`config.mk`:
```
export PLATFORM = sky130hd
export DESIGN_NAME = rst_sequencer
export DESIGN_NICKNAME = d
export VERILOG_FILES = /design/src/rtl/rst_sequencer_pkg.sv /design/src/rtl/slow_edge_sync.sv /design/src/rtl/rst_main_fsm.sv /design/src/rtl/periph_stretch.sv /design/src/rtl/core_cmd_unit.sv /design/src/rtl/rst_sequencer.sv
export SDC_FILE = /design/constraint.sdc
export NUM_CORES = 1
export LEC_CHECK = 0
export CORE_ASPECT_RATIO = 1.1
export CORE_UTILIZATION = 61
export DETAILED_ROUTE_END_ITERATION = 6
export PLACE_DENSITY = 0.84
export SLEW_MARGIN = 20
export SYNTH_ARGS = -nofsm -noshare
export SYNTH_HDL_FRONTEND = slang
export SYNTH_SLANG_ARGS = --single-unit
export TNS_END_PERCENT = 5
```
`constraint.sdc`:
```
create_clock -name clk -period 5.36 [get_ports clk]
set_input_delay 0.536 -clock clk [delete_from_list [all_inputs] [get_ports clk]]
set_output_delay 0.536 -clock clk [all_outputs]
set_load 0.01 [all_outputs]
```
`src/rtl/rst_sequencer_pkg.sv`:
```
package rst_sequencer_pkg;

  typedef enum logic [2:0] {
    ST_IDLE     = 3'd0,
    ST_WAIT_ACK = 3'd1,
    ST_WARM     = 3'd2,
    ST_COLD     = 3'd3,
    ST_RELEASE  = 3'd4
  } seq_state_e;

  // Slow-edge allowance for a bypass code; 0 means unbounded.
  function automatic int unsigned tmo_edges(input logic [1:0] code, input int unsigned base);
    int unsigned r;
    case (code)
      2'd1:    r = base;
      2'd2:    r = base * 2;
      2'd3:    r = base * 4;
      default: r = 0;
    endcase
    return r;
  endfunction

endpackage

```
`src/rtl/slow_edge_sync.sv`:
```
module slow_edge_sync #(
  parameter int STAGES = 2
) (
  input  logic clk,
  input  logic rst_n,
  input  logic slow_in,
  output logic rise_o
);
  // chain[STAGES-1] is the synchronized level, chain[STAGES] its delayed copy
  logic [STAGES:0] chain_q;

  always_ff @(posedge clk or negedge rst_n) begin
    if (!rst_n) chain_q <= '0;
    else        chain_q <= {chain_q[STAGES-1:0], slow_in};
  end

  assign rise_o = chain_q[STAGES-1] & ~chain_q[STAGES];
endmodule

```
`src/rtl/rst_main_fsm.sv`:
```
module rst_main_fsm
  import rst_sequencer_pkg::*;
#(
  parameter int HOLD     = 16,
  parameter int TMO_BASE = 16
) (
  input  logic       clk,
  input  logic       rst_n,
  input  logic       req_warm_i,
  input  logic       req_cold_i,
  input  logic       nv_fail_i,
  input  logic       warm_en_i,
  input  logic [1:0] bypass_sel_i,
  input  logic       mem_ack_i,
  input  logic       slow_rise_i,
  output logic       warm_o,
  output logic       cold_o,
  output logic       start_o
);
  localparam int HOLD_W = $clog2(HOLD);
  localparam int TMO_W  = $clog2(TMO_BASE * 4 + 1);

  seq_state_e        state_q, state_d;
  logic [HOLD_W-1:0] hold_q, hold_d;
  logic [TMO_W-1:0]  tmo_q, tmo_d;
  logic              nolim_q, nolim_d;
  logic              cold_now;
  logic [TMO_W-1:0]  tmo_load;

  assign cold_now = req_cold_i | nv_fail_i;
  assign tmo_load = TMO_W'(tmo_edges(bypass_sel_i, TMO_BASE));

  always_comb begin
    state_d = state_q;
    hold_d  = hold_q;
    tmo_d   = tmo_q;
    nolim_d = nolim_q;
    unique case (state_q)
      ST_IDLE: begin
        if (cold_now || (req_warm_i && !warm_en_i)) begin
          state_d = ST_COLD;
          hold_d  = '0;
        end else if (req_warm_i) begin
          state_d = ST_WAIT_ACK;
          nolim_d = (bypass_sel_i == 2'd0);
          tmo_d   = tmo_load;
        end
      end
      ST_WAIT_ACK: begin
        if (cold_now) begin
          state_d = ST_COLD;
          hold_d  = '0;
        end else if (mem_ack_i) begin
          state_d = ST_WARM;
          hold_d  = '0;
        end else if (slow_rise_i && !nolim_q) begin
          if (tmo_q == TMO_W'(1)) begin
            state_d = ST_COLD;
            hold_d  = '0;
          end else begin
            tmo_d = tmo_q - TMO_W'(1);
          end
        end
      end
      ST_WARM, ST_COLD: begin
        if (hold_q == HOLD_W'(HOLD - 1)) state_d = ST_RELEASE;
        else                             hold_d  = hold_q + HOLD_W'(1);
      end
      ST_RELEASE: state_d = ST_IDLE;
      default:    state_d = ST_IDLE;
    endcase
  end

  always_ff @(posedge clk or negedge rst_n) begin
    if (!rst_n) begin
      state_q <= ST_IDLE;
      hold_q  <= '0;
      tmo_q   <= '0;
      nolim_q <= 1'b0;
    end else begin
      state_q <= state_d;
      hold_q  <= hold_d;
      tmo_q   <= tmo_d;
      nolim_q <= nolim_d;
    end
  end

  assign warm_o  = (state_q == ST_WARM);
  assign cold_o  = (state_q == ST_COLD);
  assign start_o = (warm_o | cold_o) && (hold_q == '0);
endmodule

```
`src/rtl/periph_stretch.sv`:
```
module periph_stretch #(
  parameter int UNIT  = 88,
  parameter int SEL_W = 2
) (
  input  logic             clk,
  input  logic             rst_n,
  input  logic             start_i,
  input  logic [SEL_W-1:0] sel_i,
  output logic             rst_o
);
  localparam int MAXLEN = UNIT * (2 ** SEL_W);
  localparam int CW     = $clog2(MAXLEN + 1);

  logic [CW-1:0] cnt_q;

  always_ff @(posedge clk or negedge rst_n) begin
    if (!rst_n)              cnt_q <= '0;
    else if (start_i)        cnt_q <= CW'((int'(sel_i) + 1) * UNIT - 1);
    else if (cnt_q != '0)    cnt_q <= cnt_q - CW'(1);
  end

  assign rst_o = start_i | (cnt_q != '0);
endmodule

```
`src/rtl/core_cmd_unit.sv`:
```
module core_cmd_unit #(
  parameter int HOLD = 16
) (
  input  logic clk,
  input  logic rst_n,
  input  logic set_i,
  output logic busy_o
);
  localparam int CW = $clog2(HOLD + 1);

  logic [CW-1:0] cnt_q;
  logic          busy_q;

  always_ff @(posedge clk or negedge rst_n) begin
    if (!rst_n) begin
      busy_q <= 1'b0;
      cnt_q  <= '0;
    end else if (!busy_q) begin
      if (set_i) begin
        busy_q <= 1'b1;
        cnt_q  <= CW'(1);
      end
    end else if (cnt_q == CW'(HOLD)) begin
      busy_q <= 1'b0;
    end else begin
      cnt_q <= cnt_q + CW'(1);
    end
  end

  assign busy_o = busy_q;
endmodule

```
`src/rtl/rst_sequencer.sv`:
```
module rst_sequencer #(
  parameter int HOLD_CYC    = 16,
  parameter int TMO_BASE    = 16,
  parameter int STR_UNIT    = 88,
  parameter int SYNC_STAGES = 2
) (
  input  logic       clk,
  input  logic       rst_n,
  input  logic       req_warm,
  input  logic       req_cold,
  input  logic       nv_fail,
  input  logic       warm_en,
  input  logic [1:0] bypass_sel,
  input  logic       mem_ack,
  input  logic       slow_clk,
  input  logic       core_set,
  input  logic [1:0] stretch_sel,
  output logic       core_cmd,
  output logic       core_rst,
  output logic       sys_warm_rst,
  output logic       sys_cold_rst,
  output logic       periph_rst
);
  logic slow_rise;
  logic seq_start;
  logic core_busy;

  slow_edge_sync #(.STAGES(SYNC_STAGES)) u_sync (
    .clk(clk), .rst_n(rst_n), .slow_in(slow_clk), .rise_o(slow_rise)
  );

  rst_main_fsm #(.HOLD(HOLD_CYC), .TMO_BASE(TMO_BASE)) u_fsm (
    .clk(clk), .rst_n(rst_n),
    .req_warm_i(req_warm), .req_cold_i(req_cold), .nv_fail_i(nv_fail),
    .warm_en_i(warm_en), .bypass_sel_i(bypass_sel), .mem_ack_i(mem_ack),
    .slow_rise_i(slow_rise),
    .warm_o(sys_warm_rst), .cold_o(sys_cold_rst), .start_o(seq_start)
  );

  periph_stretch #(.UNIT(STR_UNIT), .SEL_W(2)) u_stretch (
    .clk(clk), .rst_n(rst_n), .start_i(seq_start), .sel_i(stretch_sel),
    .rst_o(periph_rst)
  );

  core_cmd_unit #(.HOLD(HOLD_CYC)) u_core (
    .clk(clk), .rst_n(rst_n), .set_i(core_set), .busy_o(core_busy)
  );

  assign core_cmd = core_busy;
  assign core_rst = core_busy | sys_warm_rst | sys_cold_rst;
endmodule

```
==> flow_summary_export.csv <==
group,metric,value,unit
die,core-area,3070,µm²
route,dr.pass1.iters,4,
die,die_height,61.8,µm
logic_synthesis,synth_flop_cell,"dfrtp_1",
global_route,antenna_found_initial,0,
route,routedWlPerCell,15.2,µm
logic_synthesis,netlist.area_leader.share,41.7,%
setup_path,reg2reg_from,"u_stretch.cnt_q[0]",
place,io_buffers,17,
worst_hold_path,timing.hold.worst.class,"reg -> reg",
logic_synthesis,synthesis.nets,221,
route,antenna_left,0,
setup_path,crit_path_top_delay_cell,"or4b_4",
setup_path,worstPathArrival,2380,ps
power,p_clk_share,13.1,%
timing,slew_viol_final,0,
route,vias_per_cell,6.25,
clocking,cts_buffer_depth,2,
clocking,cts_setup_buffers,0,
route,vias,1575,
place,place_congestion,0.873,
power,seqPwrFrac,44.4,%
cells_and_area,fin_nets,240,
timing,fin_setup_tns,0,ps
logic_synthesis,postSynthAreaPerCell,10.0,µm²
clocking,hold_buffers,0,
die,ios,18,
route,dr.first_iter.drc_count,63,
timing,setup_viol,0,
power,combPwrFrac,42.5,%
logic_synthesis,synth.area.top_cells,"dfrtp_1 (42%), ha_1 (6.3%), inv_1 (3.2%), nand2_1 (2.7%), nor2_1 (2.5%)",
cells_and_area,n_fill_cell,240,
power,sw_frac_of_total,41.3,%
setup_path,start_kind,"register",
cells_and_area,final_util,72.1,%
clocking,cts-buffers-inserted,5,
die,die-area,3480,µm²
global_route,grt_max_degree,34,
die,start_util,64.5,%
route,drc_errors,0,
power,p_per_area,468,nW/µm²
global_route,grt_pass1_vias,1540,
logic_synthesis,synthesis.area,1980,µm²
clocking,htree_levels,2,
logic_synthesis,async_flop_share,100,%
timing,fin_skew,14.4,ps
setup_path,crit_path_start,"u_stretch.cnt_q[0]",
timing,fin_crit_sh,54.5,%
setup_path,critPathMaxStageDelay,520,ps
setup_path,cp_cell_sequence,"inv_1 > ha_1 > or4b_4 > nor3_4 > nand2_1 > clkdlybuf4s50_1",
logic_synthesis,yosysTopAreaCell,"dfrtp_1",
logic_synthesis,ys.warnings.count,0,
global_route,grt.overflow.total,0,
clocking,clock-root-buffer,"clkbuf_4",
cells_and_area,drive_gt1_share,10.6,%
run_status,outcome,"finished, final reports clean",
power,p_switching,0.000429,W
logic_synthesis,synth-seq-cells,33,
timing,max_freq,0.343,GHz
clocking,tritoncts,"built",
power,intPower,0.000609,W
logic_synthesis,synth_edf_count,0,
place,hpwl,2840,µm
worst_hold_path,min_delay_path_depth,0,
setup_path,r2r-end,"u_stretch.cnt_q[1]",
setup_path,reg2reg_slack,3360,ps
clocking,ctsResizeCount,0,
setup_path,critPathBufInv,2,
power,leakage,0.946,nW
cells_and_area,final_common_cell,"dfrtp_1",
clocking,cts.sinks,33,
setup_path,reg2reg_depth,6,
cells_and_area,diodes,0,
setup_path,crit_path_max_fanout,6,
timing,worst_pin_slew,463,ps
clocking,clk_latency,340,ps
setup_path,critPathKind,"reg -> out",
logic_synthesis,synth_cell_types,58,
setup_path,crit_path_end_kind,"primary output",
flow_run,cap_violations,0,
logic_synthesis,synthCells,198,
cells_and_area,layout_common_cells,"dfrtp_1 (33), inv_1 (17), clkdlybuf4s50_1 (17), nand2_1 (14), nor2_1 (13)",
global_route,track_usage,25.2,%
setup_path,critPathTopFamily,"simple AND/OR/NAND/NOR gates",
setup_path,required,4820,ps
setup_path,crit_cells,6,
route,drt-total-wl,3840,µm
timing,final.min_clock_period,2920,ps
die,fp-row-count,21,
power,vdd_ir_drop_max,0.375,mV
cells_and_area,synthToLayoutAreaGrowth,11.9,%
timing,final_hold_viol_count,0,
timing,rsz0062_at_grt,"false",
global_route,grt_pass1_wl,6780,µm
timing,slew_headroom,68.3,%
setup_path,crit_end,"periph_rst",
die,die_w,56.3,µm
logic_synthesis,synth-seq-area-share,41.7,%
clocking,clk_pin_slew,120,ps
-- synth_stat cells (2+ instances only) --
cell	number
a21oi_1	3
nand4_1	3
nand2b_1	5
nor3b_1	2
xor2_1	4
nand3b_1	3
or3_1	3
inv_1	17
o21ai_0	9
clkbuf_1	2
and2_1	3
buf_6	2
xnor2_1	4
nor2_1	13
nor2b_1	4
nor3_1	6
ha_1	10
mux2_2	2
a32o_1	2
buf_2	2
dfrtp_1	33
o31ai_1	5
mux2i_1	3
nand3_1	8
mux2_1	2
a22o_1	3
nand2_1	14
-- cells by family after synthesis --
kind of cell	count (synthesis)	synth area share, %
AOI/OAI and AO/OA	40	16.7
buffers and inverters	23	5.24
DFF	33	41.7
and+or+nand+nor	77	22.8
muxes	7	3.79
xor gates and xnor gates	8	3.53
adders and majority gates	10	6.31
-- layer usage --
metal / part of all wire (%) / GRT usage, % / routed length, µm / up-vias
li1: - / - / - / 747
met1: 44 / 30.6 / 1680 / 795
met2: 52 / 44.4 / 1990 / 28
met3: 3.4 / 5.59 / 130 / 5
met4: 1.1 / 11.1 / 42 / 0
met5: 0 / 0 / 0 / -
-- power groups by stage --
stage               clock, W  combinational (W)  sequential (W)
floorplan                  0           0.000353        0.000429
CTS                 0.000139           0.000442        0.000457
finish              0.000136           0.000441        0.000461
detailed placement         0           0.000439        0.000461
global placement           0           0.000410        0.000453
global route        0.000149           0.000499        0.000475
-- worst min-delay path by stage --
stage	startpoint	to	slack [ps]
after floorplan	rst_n	u_core.busy_o	240
after global routing	u_sync.chain_q[0]	u_sync.chain_q[1]	390
after detailed placement	u_sync.chain_q[0]	u_sync.chain_q[1]	340
final	u_sync.chain_q[0]	u_sync.chain_q[1]	370
after global placement	u_sync.chain_q[0]	u_sync.chain_q[1]	330
after CTS	u_sync.chain_q[0]	u_sync.chain_q[1]	370
-- registers in the layout (all words and copies together), names as in the netlist --
| register | flops |
|---|---|
| u_stretch.cnt_q | 9 |
| u_fsm.state_q | 3 |
| u_sync.chain_q | 3 |
| u_fsm.tmo_q | 7 |
| u_fsm.nolim_q | 1 |
| u_core.busy_o | 1 |
| u_core.cnt_q | 5 |
| u_fsm.hold_q | 4 |
-- layout make-up --
| cell class | instances | area [µm²] | share of cell area, % |
|---|---|---|---|
| inverters | 17 | 63.8 | 2.88 |
| clock inverters | 3 | 17.5 | 0.790 |
| well taps | 34 | 42.5 | 1.92 |
| flip-flops and latches | 33 | 826 | 37.2 |
| repair buffers | 18 | 178 | 8.01 |
| clock buffers | 5 | 37.5 | 1.69 |
| multi-input cells | 142 | 1050 | 47.5 |
-- worst reg2reg max path, delay by kind of cell (launching register included) --
family	cells	cell delay, ps
adder cells (fa/ha/maj)	1	190
buffers and inverters	1	90
flip-flops	1	400
multiplexers	1	380
AND/OR/NAND/NOR	3	890
-- per-stage QoR --
stage                     area (µm²)  total power [W]  hold slack (ps)  std cells  setup WS, ps
after global routing            2220          0.00112              391        252          2310
after floorplan                 1980         0.000781              240        198          3340
after global placement          2160         0.000863              334        244          2880
final                           2220          0.00104              373        252          2440
after detailed placement        2160         0.000899              343        244          2830
after CTS                       2220          0.00104              366        252          2430
(Power assumes the default switching activity.)
